--- config.mk ---
export PLATFORM = sky130hd
export DESIGN_NAME = emb_word_rx
export DESIGN_NICKNAME = d
export VERILOG_FILES = /design/src/rtl/ewd_pkg.sv /design/src/rtl/ewd_sync.sv /design/src/rtl/ewd_frame.sv /design/src/rtl/ewd_wclk.sv /design/src/rtl/emb_word_rx.sv
export SDC_FILE = /design/constraint.sdc
export NUM_CORES = 1
export LEC_CHECK = 0
export ABC_CLOCK_PERIOD_IN_PS = 4950
export BUFFER_PORTS_ARGS = -buffer_cell sky130_fd_sc_hd__buf_2
export CAP_MARGIN = 20
export CORE_MARGIN = 4
export CORE_UTILIZATION = 45
export CTS_CLUSTER_SIZE = 28
export DETAILED_ROUTE_END_ITERATION = 10
export SLEW_MARGIN = 25
export SYNTH_ARGS = -nofsm -noshare
export SYNTH_HDL_FRONTEND = slang
export SYNTH_SLANG_ARGS = --single-unit
--- constraint.sdc ---
create_clock -name clk -period 4.95 [get_ports clk]
set_input_delay 0.495 -clock clk [delete_from_list [all_inputs] [get_ports clk]]
set_output_delay 0.495 -clock clk [all_outputs]
set_load 0.05 [all_outputs]
--- src/rtl/ewd_pkg.sv ---
package ewd_pkg;
    typedef enum logic [1:0] {
        WC_IDLE = 2'd0,
        WC_WAIT = 2'd1,
        WC_LOW  = 2'd2
    } wc_phase_e;
endpackage

--- src/rtl/ewd_sync.sv ---
module ewd_sync #(
    parameter int STAGES = 2,
    parameter int LINES  = 2
) (
    input  logic             clk,
    input  logic             rst_n,
    input  logic [LINES-1:0] async_i,
    output logic [LINES-1:0] sync_o
);
    for (genvar g = 0; g < LINES; g++) begin : g_line
        logic [STAGES-1:0] chain_d, chain_q;

        always_comb begin
            chain_d = {chain_q[STAGES-2:0], async_i[g]};
        end

        always_ff @(posedge clk or negedge rst_n) begin
            if (!rst_n) chain_q <= '0;
            else        chain_q <= chain_d;
        end

        assign sync_o[g] = chain_q[STAGES-1];
    end
endmodule

--- src/rtl/ewd_frame.sv ---
module ewd_frame #(
    parameter int WORD_BITS = 24,
    parameter int OUT_BITS  = 22,
    parameter int CNT_W     = 8,
    parameter int INIT_HALF = 4
) (
    input  logic                clk,
    input  logic                rst_n,
    input  logic                sclk,
    input  logic                sdat,
    output logic                word_valid,
    output logic                frame_err,
    output logic [OUT_BITS-1:0] word,
    output logic [CNT_W-1:0]    half
);
    localparam logic [CNT_W-1:0] CNT_MAX = '1;

    typedef struct packed {
        logic                 prev;
        logic [CNT_W-1:0]     hi_cnt;
        logic [CNT_W-1:0]     half;
        logic [WORD_BITS-1:0] shreg;
        logic                 bnd_a;
    } frame_t;

    frame_t q, d;
    logic   rise, fall, is_bnd, last_bit, frame_ok;

    always_comb begin
        d          = q;
        rise       = sclk & ~q.prev;
        fall       = ~sclk & q.prev;
        is_bnd     = fall && ({1'b0, q.hi_cnt} > {q.half, 1'b0});
        last_bit   = q.shreg[WORD_BITS-1];
        frame_ok   = (q.bnd_a == ~last_bit) && (sdat == last_bit);
        word_valid = 1'b0;
        frame_err  = 1'b0;
        d.prev     = sclk;

        if (sclk) begin
            if (rise)                  d.hi_cnt = CNT_W'(1);
            else if (q.hi_cnt != CNT_MAX) d.hi_cnt = q.hi_cnt + CNT_W'(1);
            // the point where a normal bit would have fallen
            if (!rise && q.hi_cnt == q.half) d.bnd_a = sdat;
        end

        if (fall && !is_bnd) begin
            d.shreg = {sdat, q.shreg[WORD_BITS-1:1]};
            d.half  = q.hi_cnt;
        end

        if (is_bnd) begin
            word_valid = frame_ok;
            frame_err  = ~frame_ok;
        end
    end

    always_ff @(posedge clk or negedge rst_n) begin
        if (!rst_n) begin
            q        <= '0;
            q.half   <= CNT_W'(INIT_HALF);
        end else begin
            q <= d;
        end
    end

    assign word = q.shreg[OUT_BITS-1:0];
    assign half = q.half;
endmodule

--- src/rtl/ewd_wclk.sv ---
module ewd_wclk
    import ewd_pkg::*;
#(
    parameter int CNT_W      = 8,
    parameter int DELAY_BITS = 6,
    parameter int LOW_BITS   = 13
) (
    input  logic             clk,
    input  logic             rst_n,
    input  logic             start,
    input  logic             abort,
    input  logic [CNT_W-1:0] half,
    output logic             wclk
);
    localparam int TMR_W = CNT_W + $clog2(2 * LOW_BITS + 2 * DELAY_BITS + 1);
    localparam logic [TMR_W-1:0] DLY_MUL = TMR_W'(2 * DELAY_BITS);
    localparam logic [TMR_W-1:0] LOW_MUL = TMR_W'(2 * LOW_BITS);

    typedef struct packed {
        wc_phase_e        phase;
        logic [TMR_W-1:0] cnt;
        logic [TMR_W-1:0] low_len;
    } wc_t;

    wc_t              q, d;
    logic [TMR_W-1:0] dly_ticks, low_ticks;

    always_comb begin
        d         = q;
        dly_ticks = DLY_MUL * TMR_W'(half);
        low_ticks = LOW_MUL * TMR_W'(half);
        if (abort) begin
            d.phase = WC_IDLE;
            d.cnt   = '0;
        end else if (start) begin
            d.phase   = WC_WAIT;
            d.cnt     = dly_ticks - TMR_W'(1);
            d.low_len = low_ticks;
        end else begin
            case (q.phase)
                WC_WAIT: begin
                    if (q.cnt == '0) begin
                        d.phase = WC_LOW;
                        d.cnt   = q.low_len - TMR_W'(1);
                    end else begin
                        d.cnt = q.cnt - TMR_W'(1);
                    end
                end
                WC_LOW: begin
                    if (q.cnt == '0) d.phase = WC_IDLE;
                    else             d.cnt   = q.cnt - TMR_W'(1);
                end
                default: d.phase = WC_IDLE;
            endcase
        end
    end

    always_ff @(posedge clk or negedge rst_n) begin
        if (!rst_n) q <= '{phase: WC_IDLE, cnt: '0, low_len: '0};
        else        q <= d;
    end

    assign wclk = (q.phase != WC_LOW);
endmodule

--- src/rtl/emb_word_rx.sv ---
module emb_word_rx #(
    parameter int WORD_BITS   = 24,
    parameter int PAR_BITS    = 20,
    parameter int DED_BITS    = 2,
    parameter int CNT_W       = 8,
    parameter int INIT_HALF   = 4,
    parameter int SYNC_STAGES = 2,
    parameter int WCLK_DELAY  = 6,
    parameter int WCLK_LOW    = 13
) (
    input  logic                clk,
    input  logic                rst_n,
    input  logic                dir_tx,
    input  logic                ser_clk_i,
    input  logic                ser_dat_i,
    output logic [PAR_BITS-1:0] par_data_o,
    output logic                par_oe_o,
    output logic [DED_BITS-1:0] ded_data_o,
    output logic                word_clk_o,
    output logic                frame_err_o
);
    localparam int OUT_BITS = PAR_BITS + DED_BITS;

    typedef struct packed {
        logic [PAR_BITS-1:0] par;
        logic [DED_BITS-1:0] ded;
        logic                oe;
    } out_t;

    logic [1:0]          synced;
    logic                f_valid, f_err, load;
    logic [OUT_BITS-1:0] f_word;
    logic [CNT_W-1:0]    f_half;
    out_t                q, d;

    ewd_sync #(.STAGES(SYNC_STAGES), .LINES(2)) i_sync (
        .clk     (clk),
        .rst_n   (rst_n),
        .async_i ({ser_dat_i, ser_clk_i}),
        .sync_o  (synced)
    );

    ewd_frame #(
        .WORD_BITS (WORD_BITS),
        .OUT_BITS  (OUT_BITS),
        .CNT_W     (CNT_W),
        .INIT_HALF (INIT_HALF)
    ) i_frame (
        .clk        (clk),
        .rst_n      (rst_n),
        .sclk       (synced[0]),
        .sdat       (synced[1]),
        .word_valid (f_valid),
        .frame_err  (f_err),
        .word       (f_word),
        .half       (f_half)
    );

    assign load = f_valid & ~dir_tx;

    ewd_wclk #(
        .CNT_W      (CNT_W),
        .DELAY_BITS (WCLK_DELAY),
        .LOW_BITS   (WCLK_LOW)
    ) i_wclk (
        .clk   (clk),
        .rst_n (rst_n),
        .start (load),
        .abort (dir_tx),
        .half  (f_half),
        .wclk  (word_clk_o)
    );

    always_comb begin
        d    = q;
        d.oe = ~dir_tx;
        if (load) begin
            d.par = f_word[PAR_BITS-1:0];
            d.ded = f_word[PAR_BITS +: DED_BITS];
        end
    end

    always_ff @(posedge clk or negedge rst_n) begin
        if (!rst_n) q <= '0;
        else        q <= d;
    end

    assign par_data_o  = q.par;
    assign ded_data_o  = q.ded;
    assign par_oe_o    = q.oe;
    assign frame_err_o = f_err & ~dir_tx;
endmodule

==> results.rst, run 1 <==
.. list-table::
   :header-rows: 1

   * - Metric
     - Value
   * - Result of the run
     - finished, final reports clean
   * - Synth warn
     - 0
   * - Count of buffers added by post-CTS timing repair for setup
     - 0
   * - Worst Path Class, Setup
     - register to register
   * - Pins Over Slew Limit
     - 0
   * - Delay-heaviest family, CP
     - simple AND/OR/NAND/NOR gates
   * - Cell count after placement
     - 717
   * - Layout Cell Area excl Fill
     - 0.00628 mm^2
   * - Number of buffers inserted by hold repair at cts
     - 0
   * - Post-layout utilization of the core
     - 51.6%
   * - HPWL after DPL
     - 8510 um
   * - Final antenna-violating net count
     - 0
   * - Simple-gate area share of the yosys netlist
     - 13.6%
   * - Total length of routed wires
     - 11,300 um
   * - EDFF count, synth
     - 0
   * - Path category of the worst min-delay check
     - input pin to asynchronous set/reset pin
   * - Post-synthesis cell area
     - 0.00567 mm^2
   * - Endpoint arrival time on the critical path
     - 3.59 ns
   * - Wire length of the first global-routing pass
     - 19,600 um
   * - Leading post-synthesis cells by cell area
     - sky130_fd_sc_hd__dfrtp_1 (42%), sky130_fd_sc_hd__mux2_2 (11%), sky130_fd_sc_hd__ha_1 (7.1%)
   * - Share of cells above drive strength 1
     - 20.2%
   * - CP dominant cell by count
     - sky130_fd_sc_hd__nand2_1
   * - Hold violation total from the final report
     - 0
   * - Resized Gates After CTS
     - 0
   * - Maximum root-to-sink buffer count
     - 2
   * - Gp weighted congestion
     - 0.845
   * - Number of input and output port buffers inserted
     - 29
   * - Clock buffers created by TritonCTS
     - 9
   * - Post-synthesis compound-gate area fraction
     - 10.5%
   * - Net count of the finished layout
     - 608
   * - Worst-path clk slew
     - 0.06 ns
   * - Area of the die
     - 0.0145 mm^2
   * - CP Cell Sequence
     - inv_1, ha_1, a211oi_1, o32ai_1, o21bai_1, nor3b_4, nand2_1, buf_4, or4_1, nand2_1
   * - Endpoint kind of the worst setup timing path
     - register
   * - Count of mapped cells out of synthesis
     - 532
   * - DRC
     - 0
   * - Worst-case headroom to the max-slew limit
     - 46.3%
   * - Most common library cell in the layout ignoring fill and taps
     - sky130_fd_sc_hd__dfrtp_1
   * - Static leakage power
     - 3.05 nW
   * - VDD IR max
     - 0.000317 V
   * - Cell type contributing the most total cell area after synthesis
     - sky130_fd_sc_hd__dfrtp_1
   * - Sequential area share after synthesis
     - 42.8%
   * - Dominant combinational cell family by area after synthesis
     - simple AND/OR/NAND/NOR gates
   * - Total via count after detailed routing
     - 3,937
   * - Share of synthesized area spent on multiplexers
     - 11.3%
   * - Setup total negative slack
     - 0 ns
   * - Highest fanout seen on the critical path
     - 25
   * - Final critical path time including I/O delays and setup
     - 3.30 ns
   * - Critical-path cell with the highest stage delay
     - sky130_fd_sc_hd__nor3b_4
   * - Worst-case register-to-register setup slack
     - 1.65 ns
   * - Fraction of synthesized cell area taken by the top area cell type
     - 42.4%
   * - Predominant post-synthesis flop cell
     - sky130_fd_sc_hd__dfrtp_1
   * - Wire length per cell after detailed routing
     - 15.4 um
   * - Number of distinct library cells after synthesis
     - 56
   * - RSZ-0062 raised after global routing
     - no
   * - Maximum clock frequency
     - 303 MHz
   * - Initial antenna violation count
     - 0
   * - CTS H-Tree Depth
     - 3
   * - Cell Count, Final, Fillers Out
     - 731
   * - Detail-routed via count per cell
     - 5.39
   * - Total track usage
     - 16.7%
   * - Delay of the slowest cell on the worst path
     - 0.65 ns
   * - DRT iter0 DRCs
     - 164
   * - Congestion Overflow GR
     - 0
   * - Clock tree from TritonCTS
     - yes
   * - Std-Cell Rows
     - 40
   * - Final setup fails
     - 0
   * - Number of synthesized register bits
     - 97
   * - Buffers plus inverters on the worst setup path
     - 2
   * - Final worst hold slack
     - 0.115 ns
   * - Pwr/cell area
     - 510 mW/mm^2
   * - Share of flip-flops with an asynchronous set or reset
     - 100%
   * - Layout Area Growth over Synthesis
     - 10.7%
   * - Effective utilization at floorplan
     - 46.6%
   * - Share of the clock period used by the worst path
     - 66.7%
   * - Number of antenna repair diodes
     - 0
   * - Number of global-route vias before repair
     - 4,081
   * - Largest net degree at the start of global routing
     - 59
   * - Vert. Die Dim
     - 120 um
   * - Total I/O pin count
     - 30
   * - CTS Sinks
     - 97
   * - Area share of xor/xnor cells in the synthesized design
     - 6.95%
   * - Core outline area
     - 0.0122 mm^2
   * - Number of optimization iterations in the first detailed-route pass
     - 4
   * - Setup Skew
     - 0.00394 ns
   * - Placement Cell Area
     - 0.00598 mm^2
   * - Fraction of the mapped netlist area in adder cells
     - 10.9%
   * - Die width
     - 120 um
   * - Leading cell types in the layout, fill and taps excluded
     - sky130_fd_sc_hd__dfrtp_1 (96), sky130_fd_sc_hd__mux2_2 (56), sky130_fd_sc_hd__nand2_1 (39), sky130_fd_sc_hd__inv_1 (38), sky130_fd_sc_hd__ha_1 (32)
   * - Number of nets in the synthesized netlist
     - 580
   * - Root buffer cell
     - sky130_fd_sc_hd__clkbuf_16
   * - Insertion delay to the later sink of the worst-skew pair
     - 0.34 ns
   * - Average instance area after synthesis
     - 10.7 um^2
   * - Worst-margin pin slew
     - 0.805 ns
   * - Critical path launch point type
     - register
   * - Final-layout fill cell count
     - 1,123
   * - Maximum capacitance violations
     - 0
   * - Critical path required time
     - 5.23 ns
-- stage by stage --
| stage | worst slack (ns) | power [mW] |
|---|---|---|
| floorplan | 1.48 | 2.17 |
| global placement | 1.77 | 2.50 |
| detailed placement | 1.67 | 2.53 |
| CTS | 1.64 | 3.24 |
| global route | 1.38 | 3.46 |
| finish | 1.65 | 3.20 |
-- logic make-up after synthesis --
kind of cell / Yosys count
AND/OR/NAND/NOR: 143
flip-flops: 97
AO/OA/AOI/OAI: 92
multiplexers: 57
buffers and inverters: 55
XOR/XNOR: 45
adder cells (fa/ha/maj): 43
-- registers in the layout (all words and copies together) (netlist names) --
signal,count
i_wclk.q,28
i_frame.word,22
par_data_o,20
i_frame.q,11
i_frame.half,8
i_sync.g_line.chain_q,4
ded_data_o,2
i_frame.last_bit,1
par_oe_o,1
-- where the power goes --
group	total [mW]	internal, mW	switching [mW]	leakage (nW)
clock	0.688	0.402	0.286	0.145
combinational	1.45	0.596	0.851	1.60
sequential	1.06	0.925	0.140	1.31
total	3.20	1.92	1.28	3.05
-- layout make-up --
| class | instances | area (um^2) | share of cell area (%) |
|---|---|---|---|
| Clock buffer | 10 | 239 | 3.81 |
| Clock inverter | 4 | 52.6 | 0.837 |
| Inverter | 38 | 143 | 2.27 |
| Multi-Input combinational cell | 380 | 3020 | 48.1 |
| Sequential cell | 97 | 2430 | 38.7 |
| Tap cell | 168 | 210 | 3.35 |
| Timing Repair Buffer | 34 | 185 | 2.95 |
-- metal layers --
metal / share of wire [%] / up-vias / track usage, %
met5: 0 / - / 0
met4: 2.0 / 0 / 6.44
met3: 3.2 / 18 / 3.70
met2: 49 / 64 / 28.1
met1: 45 / 1924 / 21.2
li1: - / 1931 / -
-- cell usage after synthesis (all sizes together) (2+ instances only) --
cell type and number:
a2111oi 2, a211oi 13, a21o 3, a21oi 16
a22oi 4, a311oi 2, a31oi 2, and3 5
buf 8, clkbuf 9, dfrtp 96, fa 11
ha 32, inv 38, mux2 56, nand2 39
nand2b 8, nand3 8, nand3b 3, nand4 8
nand4b 3, nor2 29, nor2b 7, nor3 10
nor3b 2, nor4 9, o211ai 4, o21a 2
o21ai 32, o21bai 3, o31ai 2, or3 7
or4 2, xnor2 17, xor2 28
-- worst paths after layout --
kind,startpoint,depth (start not counted),to
min,rst_n,1,par_data_o[1]$_DFFE_PN0N_
min in group clk,ser_dat_i,1,i_sync.g_line[1].chain_q[0]$_DFF_PN0_
min reg2reg,i_sync.g_line[0].chain_q[0]$_DFF_PN0_,0,i_sync.g_line[0].chain_q[1]$_DFF_PN0_
max reg2reg,i_frame.half[5]$_DFFE_PN0P_,10,i_wclk.q[26]$_DFFE_PN0P_
max,i_frame.half[5]$_DFFE_PN0P_,10,i_wclk.q[26]$_DFFE_PN0P_
max in group asynchronous,rst_n,2,i_frame.half[4]$_DFFE_PN0P_
Power figures use the tool's default switching activity.
==> run 2: changes to the inputs <==
--- a/config.mk
+++ b/config.mk
@@ -5,7 +5,7 @@
 export SDC_FILE = /design/constraint.sdc
 export NUM_CORES = 1
 export LEC_CHECK = 0
-export ABC_CLOCK_PERIOD_IN_PS = 4950
+export ABC_CLOCK_PERIOD_IN_PS = 3000
 export BUFFER_PORTS_ARGS = -buffer_cell sky130_fd_sc_hd__buf_2
 export CAP_MARGIN = 20
 export CORE_MARGIN = 4
==> constraint.sdc (replaced) <==
create_clock -name clk -period 3 [get_ports clk]
set_input_delay 0.3 -clock clk [delete_from_list [all_inputs] [get_ports clk]]
set_output_delay 0.3 -clock clk [all_outputs]
set_load 0.05 [all_outputs]
==> run 2 against run 1 <==
Sequential power is 66% higher; sequential share of layout area is 1.1 points lower; via count is 1.6% higher; setup slack worse by 1.5 ns; critical path depth is 1 lower; clock power is 85% higher; hold slack worse by 0.10 ns; cell count is 2.2% higher; maximum frequency is 15% higher; clock-buffer cell count stayed put; register-to-register slack worse by 1.5 ns; combinational power is 72% higher; critical endpoint unchanged; largest cell class unchanged; largest power group unchanged.
==> results.rst, run 2 (synthesis gave the netlist of run 1 again) <==
.. list-table::
   :header-rows: 1

   * - Metric
     - Value
   * - Layout Area Growth over Synthesis
     - 14.1%
   * - CTS Sinks
     - 97 (unchanged)
   * - Final-layout fill cell count
     - 1,114 (-0.80%)
   * - Highest fanout seen on the critical path
     - 5 (-80%)
   * - Number of input and output port buffers inserted
     - 29 (unchanged)
   * - Leading cell types in the layout, fill and taps excluded
     - sky130_fd_sc_hd__dfrtp_1 (94), sky130_fd_sc_hd__mux2_2 (56), sky130_fd_sc_hd__nand2_1 (39), sky130_fd_sc_hd__inv_1 (37), sky130_fd_sc_hd__ha_1 (31)
   * - Layout Cell Area excl Fill
     - 0.00647 mm^2 (+3.1%)
   * - Maximum root-to-sink buffer count
     - 2 (unchanged)
   * - Placement Cell Area
     - 0.00607 mm^2 (+1.4%)
   * - Storage element area
     - 0.00243 mm^2 (+0.10%)
   * - Insertion delay to the later sink of the worst-skew pair
     - 0.35 ns (about the same)
   * - Post-layout utilization of the core
     - 53.2% (+1.6 points)
   * - Net count of the finished layout
     - 622 (+2.3%)
   * - Hold violation total from the final report
     - 0 (unchanged)
   * - Maximum clock frequency
     - 349 MHz (+15%)
   * - Final critical path time including I/O delays and setup
     - 2.87 ns (-0.435 ns)
   * - Number of buffers inserted by hold repair at cts
     - 0 (unchanged)
   * - Result of the run
     - finished, final reports clean
   * - Maximum capacitance violations
     - 0 (unchanged)
   * - Clock tree from TritonCTS
     - yes
   * - Worst slack after detailed placement
     - 0.000236 ns (-1.67 ns)
   * - Static leakage power
     - 3.14 nW (+2.9%)
   * - Path category of the worst min-delay check
     - input pin to asynchronous set/reset pin
   * - Pwr/cell area
     - 853 mW/mm^2 (+67%)
   * - Number of flip-flops under the largest register name
     - 28 (unchanged)
   * - Combinational cell fraction of total power
     - 45.2% (about the same)
   * - Wire length per cell after detailed routing
     - 15.6 um (+0.78%)
   * - Delay-heaviest family, CP
     - simple AND/OR/NAND/NOR gates
   * - Total track usage
     - 17.4% (+0.64 points)
   * - Largest net degree at the start of global routing
     - 59 (unchanged)
   * - Core outline area
     - 0.0122 mm^2 (unchanged)
   * - DRT iter0 DRCs
     - 182 (+11%)
   * - Gp weighted congestion
     - 0.871 (+3.1%)
   * - Fraction of power consumed by the clock network
     - 23.0% (+1.5 points)
   * - HPWL after DPL
     - 8740 um (+2.6%)
   * - Share of cells above drive strength 1
     - 24.4% (+4.1 points)
   * - Std-Cell Rows
     - 40 (unchanged)
   * - Setup Skew
     - 0.00951 ns (+0.00557 ns)
   * - Pins Over Slew Limit
     - 0 (unchanged)
   * - Number of optimization iterations in the first detailed-route pass
     - 4 (unchanged)
   * - CP Cell Sequence
     - buf_4, inv_1, fa_1, nor2b_1, o31ai_2, xor2_1, or3_1, or4_1, nand2_1
   * - Wire length of the first global-routing pass
     - 20,300 um (+3.3%)
   * - Worst-margin pin slew
     - 0.741 ns (-0.0642 ns)
   * - Share of the clock period used by the worst path
     - 95.6% (+29 points)
   * - Root buffer cell
     - sky130_fd_sc_hd__clkbuf_16
   * - Critical path required time
     - 3.29 ns (-1.94 ns)
   * - Number of global-route vias before repair
     - 4,040 (-1.0%)
   * - Number of antenna repair diodes
     - 0 (unchanged)
   * - VDD IR max
     - 0.000454 V (+43%)
   * - Endpoint kind of the worst setup timing path
     - register
   * - Internal power of the cells
     - 3.34 mW (+73%)
   * - Switching part of the total power
     - 39.6% (-0.32 points)
   * - Largest register by flop count
     - i_wclk.q
   * - Final antenna-violating net count
     - 0 (unchanged)
   * - Total area of multi-input combinational cells
     - 0.00305 mm^2 (+1.2%)
   * - Congestion Overflow GR
     - 0 (unchanged)
   * - Total via count after detailed routing
     - 4,000 (+1.6%)
   * - Vert. Die Dim
     - 120 um (unchanged)
   * - Endpoint arrival time on the critical path
     - 3.16 ns (-0.43 ns)
   * - Most common library cell in the layout ignoring fill and taps
     - sky130_fd_sc_hd__dfrtp_1
   * - Critical-path cell with the highest stage delay
     - sky130_fd_sc_hd__dfstp_2
   * - DRC
     - 0 (unchanged)
   * - Buffers plus inverters on the worst setup path
     - 2 (unchanged)
   * - Worst-path clk slew
     - 0.07 ns (about the same)
   * - CTS H-Tree Depth
     - 3 (unchanged)
   * - Switching power
     - 2.18 mW (+71%)
   * - Delay of the slowest cell on the worst path
     - 0.58 ns (-0.07 ns)
   * - Critical path launch point type
     - register
   * - Detail-routed via count per cell
     - 5.35 (-0.58%)
   * - Effective utilization at floorplan
     - 46.6% (unchanged)
   * - Clock buffers created by TritonCTS
     - 9 (unchanged)
   * - Initial antenna violation count
     - 0 (unchanged)
   * - Register share of total power
     - 31.8% (-1.5 points)
   * - Total I/O pin count
     - 30 (unchanged)
   * - Final Worst Setup Slack
     - 0.132 ns (-1.52 ns)
   * - Area of the die
     - 0.0145 mm^2 (unchanged)
   * - Worst Path Class, Setup
     - register to register
   * - Final setup fails
     - 0 (unchanged)
   * - Die width
     - 120 um (unchanged)
   * - Worst-case headroom to the max-slew limit
     - 50.6% (+4.3 points)
   * - Total length of routed wires
     - 11,600 um (+3.0%)
   * - RSZ-0062 raised after global routing
     - yes
run 2: changes by cell type in the layout (fill, tap and decap cells not counted), sizes merged:
cell      previous run  this run
buf                 34        48
bufinv               1         2
clkinv               1         0
clkinvlp             0         1
inv                 40        41
run 2: per-stage QoR:
step           setup TNS [ns]  std cells  power, mW  hold WS (ns)
2_1_floorplan               0        532       3.59       0.00441
3_3_place_gp                0        726       4.15         0.332
3_5_place_dp                0        726       4.20         0.335
4_1_cts                     0        743       5.50        0.0268
5_1_grt               -0.0357        747       5.97        0.0413
6_report                    0        747       5.52        0.0144
run 2: worst paths after layout:
kind | start | end | slack [ns] | cells after the start
max | i_frame.half[2]$_DFFE_PN1P_ | i_wclk.q[26]$_DFFE_PN0P_ | 0.13 | 9
min | rst_n | par_data_o[4]$_DFFE_PN0N_ | 0.01 | 1
max reg2reg | i_frame.half[2]$_DFFE_PN1P_ | i_wclk.q[26]$_DFFE_PN0P_ | 0.13 | 9
min reg2reg | i_sync.g_line[1].chain_q[0]$_DFF_PN0_ | i_sync.g_line[1].chain_q[1]$_DFF_PN0_ | 0.35 | 0
max in group asynchronous | rst_n | i_wclk.q[12]$_DFFE_PN0P_ | 2.29 | 2
min in group clk | ser_dat_i | i_sync.g_line[1].chain_q[0]$_DFF_PN0_ | 0.05 | 1
run 2: layout make-up:
class / instances / share of cell area, %
Multi-Input combinational cell: 380 / 47.2
Sequential cell: 97 / 37.6
Timing Repair Buffer: 48 / 4.72
Clock buffer: 10 / 3.54
Tap cell: 168 / 3.25
Inverter: 38 / 2.20
Clock inverter: 6 / 1.53
run 2: layer usage:
metal  vias to the layer above  routed length (um)  GRT usage, %
met2                        58                5730          29.4
met4                         0                 167          4.82
met1                      1969                5380          22.5
li1                       1959                   -             -
met3                        14                 352          4.02
met5                         -                   0             0
run 2: timing repair:
item | in CTS | in global routing
resized for setup | 0 | 15
gates cloned | 0 | 0
buffers inserted | 1 | 4
pin swaps | 1 | 3
endpoints found under the setup margin | 2 | 33
run 2: power groups by stage:
stage	clock [mW]	sequential, mW	combinational [mW]
floorplan	0	1.80	1.79
global placement	0	1.77	2.38
detailed placement	0	1.79	2.41
CTS	1.30	1.76	2.44
global route	1.36	1.79	2.82
finish	1.27	1.76	2.49
run 2: worst register-to-register path: cells and delay by family, from the launching register on:
| family | cells | cell delay (ns) |
|---|---|---|
| XOR/XNOR | 1 | 0.13 |
| adder cells (fa/ha/maj) | 1 | 0.50 |
| buffers and inverters | 2 | 0.22 |
| flip-flops | 1 | 0.58 |
| AND/OR/NAND/NOR | 4 | 1.16 |
| AO/OA/AOI/OAI | 1 | 0.20 |
